--- src/rtl/adc_seq_pkg.sv ---
// Shared field positions and types for the single-conversion sequencer.
// Assumes an 8-bit control/status register layout fixed by software.
package adc_seq_pkg;
    localparam int CSR_W     = 8;
    localparam int DONE_BIT  = 7;
    localparam int IE_BIT    = 6;
    localparam int START_BIT = 5;
    localparam int MODE_BIT  = 4;
    localparam int CKS_BIT   = 3;
    localparam int CH_W      = 3;

    // Settings latched for a conversion
    typedef struct packed {
        logic            mode;
        logic            cks;
        logic [CH_W-1:0] ch;
    } conv_cfg_t;
endpackage

--- src/rtl/adc_conv_timer.sv ---
// Conversion timer: counts the conversion length picked at start time and
// emits a one-cycle finish strobe on the last clock. Assumes start_req is
// only raised while idle; abort has priority over finishing.
module adc_conv_timer #(
    parameter int SLOW_CYCLES = 266,
    parameter int FAST_CYCLES = 134
) (
    input  logic clk,
    input  logic rst_n,
    input  logic start_req_i,
    input  logic start_cks_i,
    input  logic abort_i,
    output logic busy_o,
    output logic finish_o
);
    localparam int MAX_CYCLES = (SLOW_CYCLES > FAST_CYCLES) ? SLOW_CYCLES : FAST_CYCLES;
    localparam int CNT_W      = $clog2(MAX_CYCLES);

    logic [CNT_W-1:0] cnt_q;
    logic             busy_q;

    // Load, count down and stop the conversion counter
    always_ff @(posedge clk) begin
        if (!rst_n) begin
            busy_q <= 1'b0;
            cnt_q  <= '0;
        end else if (abort_i) begin
            busy_q <= 1'b0;
            cnt_q  <= '0;
        end else if (start_req_i) begin
            busy_q <= 1'b1;
            cnt_q  <= start_cks_i ? CNT_W'(FAST_CYCLES - 1) : CNT_W'(SLOW_CYCLES - 1);
        end else if (busy_q) begin
            if (cnt_q == '0) begin
                busy_q <= 1'b0;
            end else begin
                cnt_q <= cnt_q - 1'b1;
            end
        end
    end

    // Finish strobe on the final conversion clock
    always_comb begin
        finish_o = busy_q && (cnt_q == '0) && !abort_i;
    end

    assign busy_o = busy_q;

    // the timer never becomes busy without a start request
    a_r10_no_self_start: assert property (@(posedge clk) disable iff (!rst_n)
        !busy_q && !start_req_i |=> !busy_q);

    // an abort always leaves the timer idle
    a_r8_abort_stops: assert property (@(posedge clk) disable iff (!rst_n)
        abort_i |=> !busy_q);
endmodule

--- src/rtl/adc_result_bank.sv ---
// Result bank: one register per result slot, written with the captured
// sample when a conversion finishes. Assumes idx_i is stable at we_i.
module adc_result_bank #(
    parameter int RES_W   = 10,
    parameter int NUM_RES = 4,
    localparam int IDX_W  = $clog2(NUM_RES)
) (
    input  logic                           clk,
    input  logic                           rst_n,
    input  logic                           we_i,
    input  logic [IDX_W-1:0]               idx_i,
    input  logic [RES_W-1:0]               sample_i,
    output logic [NUM_RES-1:0][RES_W-1:0]  res_o
);
    logic [NUM_RES-1:0][RES_W-1:0] res_q;

    for (genvar g = 0; g < NUM_RES; g++) begin : g_slot
        // Capture the sample into this slot when it is addressed
        always_ff @(posedge clk) begin
            if (!rst_n) begin
                res_q[g] <= '0;
            end else if (we_i && (idx_i == IDX_W'(g))) begin
                res_q[g] <= sample_i;
            end
        end
    end

    assign res_o = res_q;

    // no result register changes without a finishing conversion
    a_r4_hold_unless_written: assert property (@(posedge clk) disable iff (!rst_n)
        !we_i |=> $stable(res_q));
endmodule

--- src/rtl/adc_csr.sv ---
// Control/status register: holds channel, mode, clock and interrupt-enable
// fields, the done flag with its read-armed clear, and the sticky error bit.
// Decodes writes into start and abort requests for the timer.
// Assumes wr_en_i / rd_en_i are already qualified by the register address.
module adc_csr
    import adc_seq_pkg::*;
(
    input  logic             clk,
    input  logic             rst_n,
    input  logic             wr_en_i,
    input  logic             rd_en_i,
    input  logic [CSR_W-1:0] wdata_i,
    input  logic             xfer_ack_i,
    input  logic             busy_i,
    input  logic             finish_i,
    output conv_cfg_t        cfg_o,
    output logic             ie_o,
    output logic             done_o,
    output logic             err_o,
    output logic             start_req_o,
    output logic             start_cks_o,
    output logic             abort_o
);
    conv_cfg_t cfg_q;
    conv_cfg_t wcfg;
    logic      ie_q;
    logic      done_q;
    logic      armed_q;
    logic      err_q;
    logic      wr_start;
    logic      cfg_clash;

    // Decode a write into start, abort and clash conditions
    always_comb begin
        wcfg.mode   = wdata_i[MODE_BIT];
        wcfg.cks    = wdata_i[CKS_BIT];
        wcfg.ch     = wdata_i[CH_W-1:0];
        wr_start    = wdata_i[START_BIT];
        start_req_o = wr_en_i && wr_start && !busy_i;
        start_cks_o = wdata_i[CKS_BIT];
        abort_o     = wr_en_i && !wr_start && busy_i;
        cfg_clash   = wr_en_i && wr_start && busy_i && (wcfg != cfg_q);
    end

    // Settings fields: frozen while a conversion keeps running
    always_ff @(posedge clk) begin
        if (!rst_n) begin
            cfg_q <= '0;
        end else if (wr_en_i && !(busy_i && wr_start)) begin
            cfg_q <= wcfg;
        end
    end

    // Interrupt enable: writable at any time
    always_ff @(posedge clk) begin
        if (!rst_n) begin
            ie_q <= 1'b0;
        end else if (wr_en_i) begin
            ie_q <= wdata_i[IE_BIT];
        end
    end

    // Sticky error on a settings change in mid-conversion
    always_ff @(posedge clk) begin
        if (!rst_n) begin
            err_q <= 1'b0;
        end else if (cfg_clash) begin
            err_q <= 1'b1;
        end
    end

    // Done flag and its read-armed processor clear
    always_ff @(posedge clk) begin
        if (!rst_n) begin
            done_q  <= 1'b0;
            armed_q <= 1'b0;
        end else if (finish_i) begin
            done_q  <= 1'b1;
            armed_q <= 1'b0;
        end else if (xfer_ack_i) begin
            done_q  <= 1'b0;
            armed_q <= 1'b0;
        end else if (wr_en_i && !wdata_i[DONE_BIT] && armed_q) begin
            done_q  <= 1'b0;
            armed_q <= 1'b0;
        end else if (rd_en_i && done_q) begin
            armed_q <= 1'b1;
        end
    end

    assign cfg_o  = cfg_q;
    assign ie_o   = ie_q;
    assign done_o = done_q;
    assign err_o  = err_q;

    // done only rises on a finishing conversion
    a_r5_done_from_finish: assert property (@(posedge clk) disable iff (!rst_n)
        $rose(done_q) |-> $past(finish_i));

    // an acknowledge clears done unless a new conversion finishes
    a_r6_ack_clears: assert property (@(posedge clk) disable iff (!rst_n)
        xfer_ack_i && !finish_i |=> !done_q);

    // an unarmed done flag survives any processor write
    a_r7_no_unarmed_clear: assert property (@(posedge clk) disable iff (!rst_n)
        done_q && !armed_q && !xfer_ack_i |=> done_q);

    // the error bit never falls outside reset
    a_r9_err_sticky: assert property (@(posedge clk) disable iff (!rst_n)
        err_q |=> err_q);

    // running settings stay put while busy and not aborted
    a_r9_cfg_frozen: assert property (@(posedge clk) disable iff (!rst_n)
        busy_i && !abort_o |=> $stable(cfg_q));
endmodule

--- src/rtl/adc_single_seq.sv ---
// Top of the single-conversion sequencer: register bus decode, read mux,
// and wiring of the control/status register, conversion timer and result
// bank. Assumes one bus access per cycle; read data is combinational.
module adc_single_seq
    import adc_seq_pkg::*;
#(
    parameter int RES_W       = 10,
    parameter int NUM_RES     = 4,
    parameter int SLOW_CYCLES = 266,
    parameter int FAST_CYCLES = 134,
    parameter int ADDR_W      = 3,
    parameter int RDATA_W     = 16
) (
    input  logic               clk,
    input  logic               rst_n,
    input  logic               bus_wr,
    input  logic               bus_rd,
    input  logic [ADDR_W-1:0]  bus_addr,
    input  logic [CSR_W-1:0]   bus_wdata,
    output logic [RDATA_W-1:0] bus_rdata,
    input  logic               xfer_ack,
    input  logic [RES_W-1:0]   adc_sample,
    output logic               conv_irq,
    output logic               cfg_err
);
    localparam int IDX_W    = $clog2(NUM_RES);
    localparam int CSR_ADDR = NUM_RES;

    logic                          csr_sel;
    logic                          csr_wr;
    logic                          csr_rd;
    conv_cfg_t                     cfg;
    logic                          ie;
    logic                          done;
    logic                          start_req;
    logic                          start_cks;
    logic                          abort;
    logic                          busy;
    logic                          finish;
    logic [NUM_RES-1:0][RES_W-1:0] res;
    logic [CSR_W-1:0]              csr_view;

    // Address decode for the control/status register
    always_comb begin
        csr_sel = (bus_addr == ADDR_W'(CSR_ADDR));
        csr_wr  = bus_wr && csr_sel;
        csr_rd  = bus_rd && csr_sel;
    end

    adc_csr u_csr (
        .clk         (clk),
        .rst_n       (rst_n),
        .wr_en_i     (csr_wr),
        .rd_en_i     (csr_rd),
        .wdata_i     (bus_wdata),
        .xfer_ack_i  (xfer_ack),
        .busy_i      (busy),
        .finish_i    (finish),
        .cfg_o       (cfg),
        .ie_o        (ie),
        .done_o      (done),
        .err_o       (cfg_err),
        .start_req_o (start_req),
        .start_cks_o (start_cks),
        .abort_o     (abort)
    );

    adc_conv_timer #(
        .SLOW_CYCLES (SLOW_CYCLES),
        .FAST_CYCLES (FAST_CYCLES)
    ) u_timer (
        .clk         (clk),
        .rst_n       (rst_n),
        .start_req_i (start_req),
        .start_cks_i (start_cks),
        .abort_i     (abort),
        .busy_o      (busy),
        .finish_o    (finish)
    );

    adc_result_bank #(
        .RES_W   (RES_W),
        .NUM_RES (NUM_RES)
    ) u_bank (
        .clk      (clk),
        .rst_n    (rst_n),
        .we_i     (finish),
        .idx_i    (cfg.ch[IDX_W-1:0]),
        .sample_i (adc_sample),
        .res_o    (res)
    );

    // Assemble the readable control/status byte; start bit reflects busy
    always_comb begin
        csr_view            = '0;
        csr_view[DONE_BIT]  = done;
        csr_view[IE_BIT]    = ie;
        csr_view[START_BIT] = busy;
        csr_view[MODE_BIT]  = cfg.mode;
        csr_view[CKS_BIT]   = cfg.cks;
        csr_view[CH_W-1:0]  = cfg.ch;
    end

    // Read data mux over results and the control/status register
    always_comb begin
        bus_rdata = '0;
        if (csr_sel) begin
            bus_rdata[CSR_W-1:0] = csr_view;
        end else if (int'(bus_addr) < NUM_RES) begin
            bus_rdata[RES_W-1:0] = res[bus_addr[IDX_W-1:0]];
        end
    end

    // Interrupt request while done and enabled
    always_comb begin
        conv_irq = done && ie;
    end

    // the busy period never ends without a finish or an abort
    a_r2_start_held: assert property (@(posedge clk) disable iff (!rst_n)
        $fell(busy) |-> $past(finish) || $past(abort));
endmodule

--- config.mk ---
export PLATFORM = sky130hd
export DESIGN_NAME = adc_single_seq
export DESIGN_NICKNAME = d
export VERILOG_FILES = /design/src/rtl/adc_seq_pkg.sv /design/src/rtl/adc_conv_timer.sv /design/src/rtl/adc_result_bank.sv /design/src/rtl/adc_csr.sv /design/src/rtl/adc_single_seq.sv
export SDC_FILE = /design/constraint.sdc
export NUM_CORES = 1
export LEC_CHECK = 0
export BUFFER_PORTS_ARGS = -buffer_cell sky130_fd_sc_hd__buf_2
export CORE_ASPECT_RATIO = 0.5
export CORE_MARGIN = 5
export CORE_UTILIZATION = 45
export CTS_BUF_LIST = sky130_fd_sc_hd__clkbuf_4
export DETAILED_ROUTE_END_ITERATION = 10
export PLACE_DENSITY = 0.68
export SETUP_SLACK_MARGIN = 0.15
export SYNTH_ARGS = -nofsm -noshare
export SYNTH_HDL_FRONTEND = slang
export SYNTH_HIERARCHICAL = 1
export SYNTH_SLANG_ARGS = --single-unit
--- constraint.sdc ---
create_clock -name clk -period 2.2 [get_ports clk]
set_clock_uncertainty 0.1 [all_clocks]
set_input_delay 0.33 -clock clk [delete_from_list [all_inputs] [get_ports clk]]
set_output_delay 0.33 -clock clk [all_outputs]
set_load 0.02 [all_outputs]
==> summary.txt, run 1 <==
Status
  • Status: finished, final reports clean

Timing
  • Worst Tran Pin Value: 0.553 ns
  • Max Slew Vio Count: 0
  • Ratio of final minimum period to clock period: 90.5%
  • Slew Limit Headroom: 63.1%
  • PnR worst setup slack: 0.208 ns
  • Min Tclk post-route: 1.99 ns
  • Setup tns final: 0 ns
  • RSZ-0062 raised after global routing: yes
  • F_max: 502 MHz
  • Final setup fails: 0
  • Hold Violations, Final: 0

Worst hold path
  • Hold Path Stages: 3
  • Hold WC Path Type: in -> reg
  • Hold Path End: u_csr/ie_o
  • Hold_sp: bus_wdata[6]

GRT
  • Total gr overflow: 0
  • Vias in the first global route: 2,311
  • First-pass GRT wire length: 11,100 µm
  • Largest net degree at the start of global routing: 60
  • Initial antenna violation count: 0
  • GRT Resource Usage Total: 17.7%

Clocking
  • CTS Buf Count: 9
  • Clk slew on worst S/H paths: 0.09 ns
  • Clock Path Buffers: 2
  • Clock sinks: 59
  • CTS HTree Levels: 3
  • CTS Hold Bufs: 0
  • CTS Root Cell: clkbuf_4
  • CTS tree: done
  • Clk_lat worst skew: 0.42 ns

Finish
  • Share of layout cells above drive strength 1: 26.9%
  • Design area: 3350 µm²
  • Register area: 1180 µm²
  • Layout area overhead: 14.6%
  • Antenna diodes: 0
  • Utilization after layout: 54.3%
  • Final Net Count: 375
  • Fillers: 574
  • Multi-input gate area: 1630 µm²

Detailed routing
  • WL per Instance: 15.3 µm
  • Final ANT Viol Nets: 0
  • First-pass detailed-route iteration total: 4
  • Via Count: 2,329
  • Iter 0 DRT Violations: 178
  • DRC: 0
  • DR vias/cell: 5.28
  • Final wirelength: 6740 µm

Power
  • Total Power: 1.89 mW
  • Pleak: 1.49 nW
  • PD cells: 564 nW/µm²
  • Worst vdd ir: 0.291 mV

Synthesis
  • Avg Inst Size Synth: 9.66 µm²
  • Top_reg_cell synth: dfxtp_1
  • Mapped Cells: 303
  • Register bit count reported by yosys: 59
  • Synth area leaders: dfxtp_1, mux2i_1, nand2_1, mux2_2, nor2_1
  • Sequential-to-total area share from yosys stat: 40.3%
  • Yosys top cell by area: dfxtp_1
  • Number of synthesized flops with an enable pin: 0
  • Synthesized area: 2930 µm²
  • Yosys cell types: 56
  • YS warnings: 6
  • Share of the synthesized area in the top cell type: 40.3%
  • Post-synthesis async set-or-reset flop share: 0%

Setup path
  • CP required: 1.77 ns
  • Startpoint Class: primary input
  • CP Class: in -> out
  • Worst r2r path cells: 6
  • Worst Path Arrival: 1.56 ns
  • Internal reg-to-reg setup slack: 0.27 ns
  • CP Capture Type: output port
  • FF-to-FF End: u_bank/res_o[8]
  • R2R Path Start: u_timer/cnt_q[7]
  • Critical Path Fanout Max: 14

Floorplanning
  • Die Height: 67.0 µm
  • Num rows: 20
  • Die Area: 8320 µm²
  • Initial core utilization: 47.4%
  • Core ar.: 6180 µm²
  • Die width: 124 µm
  • I/O Pins: 44

Place
  • Number of port buffers: 37
  • DP Wirelength: 4800 µm
  • Pre-CTS WS: 0.122 ns
  • Placed inst area: 3190 µm²
  • Global placement routability congestion: 0.777

Flow run
  • Maxcap violations: 0
[report_power, final]
group	internal [mW]	total (mW)	switching, mW
Sequential	1.07	1.08	0.00799
Combinational	0.0630	0.161	0.0983
Clock	0.260	0.647	0.387
Total	1.40	1.89	0.493
[sequential cells by signal, summed over array words and instances (netlist names)]
name	cells
u_bank/res_o	40
u_timer/cnt_q	9
u_csr/cfg_o	5
u_csr/armed_q	1
u_csr/done_o	1
u_csr/err_o	1
u_csr/ie_o	1
u_timer/busy_o	1
[cell usage in the layout (no fill, tap or decap), types with 2 or more instances in the layout]
cell type,count
a211oi_1,3
or3b_1,2
or3_1,2
mux2_2,7
dfxtp_1,56
xnor2_1,6
mux2i_1,54
nor2_1,17
a21oi_1,8
nor2b_1,7
mux4_2,2
clkbuf_4,12
o21ai_1,2
conb_1,6
nand2_1,57
buf_2,36
a221o_1,5
nor3_1,2
clkinv_1,2
dfxtp_2,3
a311oi_1,2
buf_4,14
clkinv_2,2
inv_1,6
nor2_2,2
nand2b_1,2
[worst max path at each step]
stage / startpoint / to / slack [ns] / cells after the start
after floorplan: bus_addr[2] / u_bank/res_o[0] / 0.16 / 8
after global placement: bus_addr[0] / bus_rdata[9] / 0.20 / 5
after detailed placement: bus_addr[0] / u_bank/res_o[8] / 0.12 / 8
after CTS: u_csr/cfg_o[1] / bus_rdata[1] / 0.19 / 3
after global routing: u_timer/busy_o / bus_rdata[5] / 0.14 / 4
final: bus_addr[0] / bus_rdata[9] / 0.21 / 5
[worst max-delay path: stages]
cell and delay, ns:
buf_2 0.11, buf_4 0.25, mux4_2 0.52, and2b_2 0.22, buf_6 0.13
[cells by family (layout without fill, tap and decap cells)]
family / after synthesis / after routing / synth area share [%]
AOI/OAI and AO/OA: 34 / 34 / 9.62
xor gates and xnor gates: 7 / 7 / 2.09
adders and majority gates: 1 / 1 / 0.427
buffers and inverters: 28 / 73 / 6.11
DFF: 59 / 59 / 40.3
muxes: 64 / 64 / 23.2
other: 1 / 6 / 0.128
and+or+nand+nor: 109 / 109 / 18.1
[Yosys cell counts, drive strengths merged, types with 2 or more instances]
library cell   n
a311oi         2
mux4           2
a21oi          8
and3           2
nand2         57
a21boi         2
and3b          2
nor3           4
mux2i         54
clkbuf         5
mux2           8
dfxtp         59
a211oi         4
buf           17
nor2b          7
xnor2          6
nor2          19
or3            2
nor3b          2
nand2b         3
inv            6
o21ai          3
a221o          5
or3b           2
nand3          2
[stage by stage]
stage / cells / hold slack [ns]
4_1_cts: 440 / 0.0505
2_1_floorplan: 308 / 0.332
3_5_place_dp: 424 / 0.349
3_3_place_gp: 424 / 0.339
6_report: 441 / 0.0810
5_1_grt: 441 / 0.103
[final cells by class]
type | instances | share of cell area [%]
flip-flops and latches | 59 | 35.3
well taps | 88 | 3.28
repair buffers | 51 | 8.84
multi-input cells | 221 | 48.7
inverters | 6 | 0.671
clock buffers | 12 | 2.69
clock inverters | 4 | 0.522
[routing by layer]
layer  GRT usage (%)  wire (µm)
met2            27.6       3070
met4            6.55         84
met3            5.77        304
met5               0          0
met1            22.9       3280
[what timing repair did]
item	CTS	global route
endpoints found under the setup margin	10	24
gates resized for setup	2	9
hold endpoints to repair	0	0
pin swaps	0	2
setup buffers	0	1
gates cloned	0	0
Power figures use the tool's default switching activity.
==> run 2, diff against run 1 <==
- ABC_AREA: unset -> 1
- BUFFER_PORTS_ARGS: -buffer_cell sky130_fd_sc_hd__buf_2 -> -buffer_cell sky130_fd_sc_hd__clkbuf_2
- PLACE_DENSITY: 0.68 -> 0.67
==> run 2 against run 1 <==
Against the previous run:
- routed wire length is 17% higher
- synthesized cell count grew 79%
- clock power grew 20%
- register-to-register slack better by 0.06 ns
- cell area grew 13%
- worst hold slack got worse by 0.0073 ns
- die area is 11% higher
- synthesized area grew 12%
- non-clock buffer count is 7 higher
- critical path type is now reg -> reg
- critical endpoint is now u_bank/res_o[11]
==> summary.txt, run 2 <==
Finish
  • Non-Filler Instances: 690
  • Antenna diodes: 0
  • Share of layout cells above drive strength 1: 15.5%
  • Layout area overhead: 15.3%
  • Fillers: 753
  • Final Net Count: 616
  • Most frequent cells in the layout: nand2_1, nor2_1, inv_1, dfxtp_1, nand3_1
  • Most common cell after layout, fill and taps aside: nand2_1
  • Max reg flops: 40

Setup path
  • R2R Path Start: u_timer/cnt_q[0]
  • Worst Path Arrival: 2.11 ns
  • Worst path bufs/invs: 2
  • Most used cell, CP: nand2_1
  • FF-to-FF End: u_bank/res_o[11]
  • CP Capture Type: flop
  • Critical Path Fanout Max: 20
  • CP required: 2.45 ns
  • Internal reg-to-reg setup slack: 0.33 ns
  • Slowest CP cell: dfxtp_1
  • Crit-path leading delay family: simple AND/OR/NAND/NOR gates
  • Worst r2r path cells: 11
  • Crit path largest cell delay: 0.32 ns
  • CP Class: reg -> reg
  • Startpoint Class: flop
  • CP cell instances: inv_1 -> ha_1 -> nand2_2 -> nor2_4 -> nand3_4 -> nor3b_4 -> nand3_1 -> buf_12 -> nand2_1 -> nand2_1 -> nor2_1

Synthesis
  • Post-synthesis async set-or-reset flop share: 0%
  • Register bit count reported by yosys: 59
  • Sequential-to-total area share from yosys stat: 36.0%
  • Synthesized area: 3280 µm²
  • Avg Inst Size Synth: 6.06 µm²
  • Synth area leaders: dfxtp_1, nand2_1, nor2_1, inv_1, nand3_1
  • Yosys cell types: 30
  • YS warnings: 6
  • Number of synthesized flops with an enable pin: 0
  • Mapped Cells: 542
  • List of most frequent post-synthesis cells: nand2_1, nor2_1, inv_1
  • Most frequent cell after synthesis: nand2_1
  • Yosys top cell by area: dfxtp_1
  • Share of the synthesized area in the top cell type: 36.0%
  • Top_reg_cell synth: dfxtp_1

Power
  • PD cells: 561 nW/µm²
  • Worst vdd ir: 0.385 mV
  • Pleak: 1.95 nW

GRT
  • GRT Resource Usage Total: 18.2%
  • Initial antenna violation count: 0
  • Largest net degree at the start of global routing: 49
  • Total gr overflow: 0
  • Vias in the first global route: 2,798
  • First-pass GRT wire length: 13,200 µm

Flow run
  • Maxcap violations: 0

Timing
  • Max Slew Vio Count: 0
  • Worst Tran Pin Value: 0.510 ns
  • F_max: 535 MHz
  • Ratio of final minimum period to clock period: 85.0%
  • Slew Limit Headroom: 66.0%
  • RSZ-0062 raised after global routing: no
  • Final setup fails: 0
  • Hold Violations, Final: 0
  • Min Tclk post-route: 1.87 ns
  • PnR worst setup slack: 0.330 ns

Detailed routing
  • Final ANT Viol Nets: 0
  • WL per Instance: 11.5 µm
  • First-pass detailed-route iteration total: 4
  • Final wirelength: 7920 µm
  • Iter 0 DRT Violations: 162
  • Via Count: 3,214
  • DR vias/cell: 4.66
  • DRC: 0

Place
  • Pre-CTS WS: -0.0556 ns
  • Global placement routability congestion: 0.878
  • Placed cell count: 672
  • Number of port buffers: 37
  • DP Wirelength: 5610 µm

Floorplanning
  • Initial core utilization: 45.5%
  • Num rows: 22
  • I/O Pins: 44
  • Die Area: 9200 µm²
  • Die width: 131 µm
  • Core ar.: 7210 µm²
  • Die Height: 70.4 µm

Worst hold path
  • Hold Path End: u_csr/ie_o
  • Hold Path Stages: 3
  • Hold WC Path Type: in -> reg
  • Hold_sp: bus_wdata[6]

Clocking
  • CTS Root Cell: clkbuf_4
  • Clk_lat worst skew: 0.40 ns
  • CTS HTree Levels: 3
  • CTS tree: done
  • Clock sinks: 59
  • Clk slew on worst S/H paths: 0.09 ns
  • CTS Buf Count: 9
  • CTS Hold Bufs: 0
  • Clock Path Buffers: 2

Status
  • Status: finished, final reports clean
## run 2: logic make-up after synthesis
logic type | after synthesis | synth area share [%]
AND/OR/NAND/NOR | 333 | 42.8
buffers and inverters | 111 | 14.7
flip-flops | 59 | 36.0
AO/OA/AOI/OAI | 35 | 5.45
XOR/XNOR | 2 | 0.534
adder cells (fa/ha/maj) | 1 | 0.381
other | 1 | 0.114
## run 2: how the worst max path moves through the flow
| stage | cells past startpoint | startpoint | to |
|---|---|---|---|
| final | 11 | u_timer/cnt_q[0] | u_bank/res_o[11] |
| after global routing | 11 | u_timer/cnt_q[0] | u_bank/res_o[35] |
| after CTS | 8 | bus_addr[0] | bus_rdata[5] |
| after detailed placement | 11 | u_timer/cnt_q[0] | u_bank/res_o[15] |
| after global placement | 11 | u_timer/cnt_q[0] | u_bank/res_o[14] |
| after floorplan | 12 | bus_addr[2] | u_timer/cnt_q[3] |
## run 2: worst reg2reg max path: stages (launching register included)
cell and delay [ns]:
dfxtp_1 0.32, inv_1 0.07, ha_1 0.18, nand2_2 0.07, nor2_4 0.12, nand3_4 0.10
nor3b_4 0.28, nand3_1 0.17, buf_12 0.19, nand2_1 0.07, nand2_1 0.04, nor2_1 0.11
## run 2: timing repair
item / CTS / global route
buffers inserted: 2 / 0
pin swaps: 1 / 1
gates resized for setup: 1 / 2
endpoints found under the setup margin: 37 / 4
## run 2: final cells by class
| type | count | area [µm²] | area share [%] |
|---|---|---|---|
| clock buffer | 13 | 97.6 | 2.58 |
| inverter | 84 | 318 | 8.40 |
| sequential | 59 | 1180 | 31.2 |
| clock inverter | 3 | 38.8 | 1.03 |
| multi-input combinational | 377 | 1650 | 43.6 |
| timing repair buffer | 58 | 380 | 10.1 |
| tap | 96 | 120 | 3.17 |
## run 2: through the flow
stage	hold WS [ns]	setup TNS, ns	area, µm²	power, mW	util [%]
global placement	0.342	0	3620	1.37	50.2
floorplan	0.347	0	3310	1.28	-
CTS	0.0302	0	3780	2.14	52.4
detailed placement	0.344	-1.08	3620	1.37	50.2
global route	0.0304	0	3780	2.23	52.5
finish	0.0737	0	3780	2.12	52.5
## run 2: routing by layer
layer  GRT usage [%]  up-vias  part of all wire, %
li1                -     1722                    -
met5               0        -                    0
met4            4.45        0                 0.67
met2            28.1       64                   45
met3            6.26        5                  5.9
met1            24.3     1423                   49
## run 2: power breakdown
group          switching [mW]  internal, mW  total, mW
Clock                   0.383         0.394      0.777
Combinational           0.169        0.0889      0.258
Sequential            0.00986          1.08       1.09
==> run 3, diff against run 2 <==
- clock period: 2.2 -> 1.5 ns (I/O delays scaled with it)
==> run 3 against run 2 <==
Against the previous run:
- maximum frequency rose by 2.0%
- die area did not move
- register-to-register slack got worse by 0.66 ns
- highest routed layer unchanged
- core utilization rose by 17 points
- non-clock buffer count rose by 65
- global-route usage rose by 1.8 points
- critical endpoint is now u_bank/res_o[15]
- sequential power rose by 47%
- cell area rose by 32%
- sequential share of layout area fell by 6.5 points
- the flow now finishes with violations (negative setup slack)
==> summary.txt, run 3 (synthesis gave the netlist of run 2 again) <==
Finish
  • Most frequent cells in the layout: nand2_1, nor2_1, inv_1, buf_4, dfxtp_2
  • Most common cell after layout, fill and taps aside: nand2_1
  • Share of layout cells above drive strength 1: 42.3%
  • Antenna diodes: 0
  • Final Net Count: 681
  • Max reg flops: 40
  • Fillers: 566
  • Layout area overhead: 52.7%

GRT
  • First-pass GRT wire length: 14,600 µm
  • GRT Resource Usage Total: 20.0%
  • Largest net degree at the start of global routing: 49
  • Vias in the first global route: 3,119
  • Total gr overflow: 0
  • Initial antenna violation count: 0

Power
  • Logic gate share of total power: 18.0%
  • Sw Share: 28.9%
  • PD cells: 662 nW/µm²
  • P_sw: 957 µW
  • Flop pwr share: 48.1%
  • Total Power: 3.32 mW
  • Pleak: 2.43 nW
  • P_int: 2.36 mW
  • Worst vdd ir: 0.439 mV
  • Clock share of power: 33.9%

Timing
  • RSZ-0062 raised after global routing: yes
  • Min Tclk post-route: 1.83 ns
  • Max Slew Vio Count: 0
  • F_max: 545 MHz
  • PnR worst setup slack: -0.334 ns
  • Ratio of final minimum period to clock period: 122%
  • Hold Violations, Final: 0
  • Final setup fails: 60
  • Hold slack: 0.0399 ns

Setup path
  • Worst Path Arrival: 2.05 ns
  • R2R Path Start: u_timer/cnt_q[0]
  • Startpoint Class: flop
  • CP Capture Type: flop
  • Internal reg-to-reg setup slack: -0.33 ns
  • CP cell instances: inv_2 -> ha_4 -> nand2_2 -> nor2_4 -> nand3_4 -> nor3b_4 -> buf_6 -> nand3_4 -> clkbuf_16 -> nor2_1 -> nor2_1
  • CP Class: reg -> reg
  • Critical Path Source: u_timer/cnt_q[0]
  • Critical Path Fanout Max: 6
  • Crit path largest cell delay: 0.34 ns
  • Crit-path leading delay family: simple AND/OR/NAND/NOR gates
  • Slowest CP cell: dfxtp_2
  • CP required: 1.71 ns
  • Worst path bufs/invs: 3

Detailed routing
  • WL per Instance: 13.5 µm
  • First-pass detailed-route iteration total: 4
  • DR vias/cell: 4.91
  • Iter 0 DRT Violations: 428
  • Final wirelength: 10,200 µm
  • DRC: 0
  • Via Count: 3,704
  • Final ANT Viol Nets: 0

Floorplanning
  • Initial core utilization: 45.5%
  • I/O Pins: 44
  • Die width: 131 µm
  • Die Height: 70.4 µm
  • Core ar.: 7210 µm²
  • Num rows: 22
  • Die Area: 9200 µm²

Clocking
  • Clock sinks: 59
  • CTS tree: done
  • CTS Root Cell: clkbuf_4
  • CTS Buf Count: 9
  • CTS HTree Levels: 3
  • Clk slew on worst S/H paths: 0.10 ns
  • Clk_lat worst skew: 0.41 ns
  • Clock Path Buffers: 2

Worst hold path
  • Hold_sp: bus_wdata[3]
  • Hold WC Path Type: in -> reg

Place
  • Number of port buffers: 37
  • Global placement routability congestion: 0.877
  • Pre-CTS WS: -0.305 ns
  • DP Wirelength: 5680 µm

Status
  • Violated checks: negative setup slack
  • Status: finished with violations

Flow run
  • Maxcap violations: 0
-- run 3: repair_timing --
action                                  CTS  global route
setup buffers                             6            14
pin swaps                                20            40
hold endpoints to repair                 37             0
resized for setup                        86           104
hold buffers                             17             0
endpoints found under the setup margin   62            63
gates cloned                              2             6
-- run 3: path summary, 6_finish.rpt --
check                           to  cells past startpoint
setup / recovery  u_bank/res_o[15]                     11
hold reg to reg        u_csr/err_o                      2
hold / removal      u_csr/cfg_o[3]                      3
setup reg to reg  u_bank/res_o[15]                     11
-- run 3: power by group through the flow --
stage	logic (mW)	registers, mW	clock network [mW]
floorplan	0.260	1.63	0
global placement	0.417	1.63	0
detailed placement	0.417	1.63	0
CTS	0.498	1.59	1.15
global route	0.643	1.60	1.22
finish	0.597	1.60	1.12
-- run 3: stage by stage --
stage	instances	TNS, ns	util [%]	cell area (µm²)
CTS	735	-9.27	61.8	4460
finish	755	-12.17	69.5	5010
global route	755	-16.92	69.5	5010
detailed placement	694	-14.91	53.5	3850
global placement	694	-13.51	53.5	3850
floorplan	547	-11.44	-	3360
-- run 3: tightest hold or removal path, stage by stage --
cell	delay [ns]
clkbuf_2	0.11
o21ai_1	0.13
a21oi_1	0.05
-- run 3: cell type report --
type	instances	area [µm²]	share of cell area, %
multi-input cells	377	2030	40.6
flip-flops and latches	59	1240	24.8
repair buffers	123	1160	23.2
inverters	84	320	6.39
well taps	96	120	2.40
clock buffers	10	75.1	1.50
clock inverters	6	56.3	1.12
-- run 3: metal layers --
metal / vias up / GRT usage (%) / wire length [µm]
met5: - / 0 / 0
met4: 0 / 5.59 / 264
met3: 30 / 5.65 / 845
met2: 122 / 31.6 / 4900
met1: 1685 / 26.7 / 4190
li1: 1867 / - / -
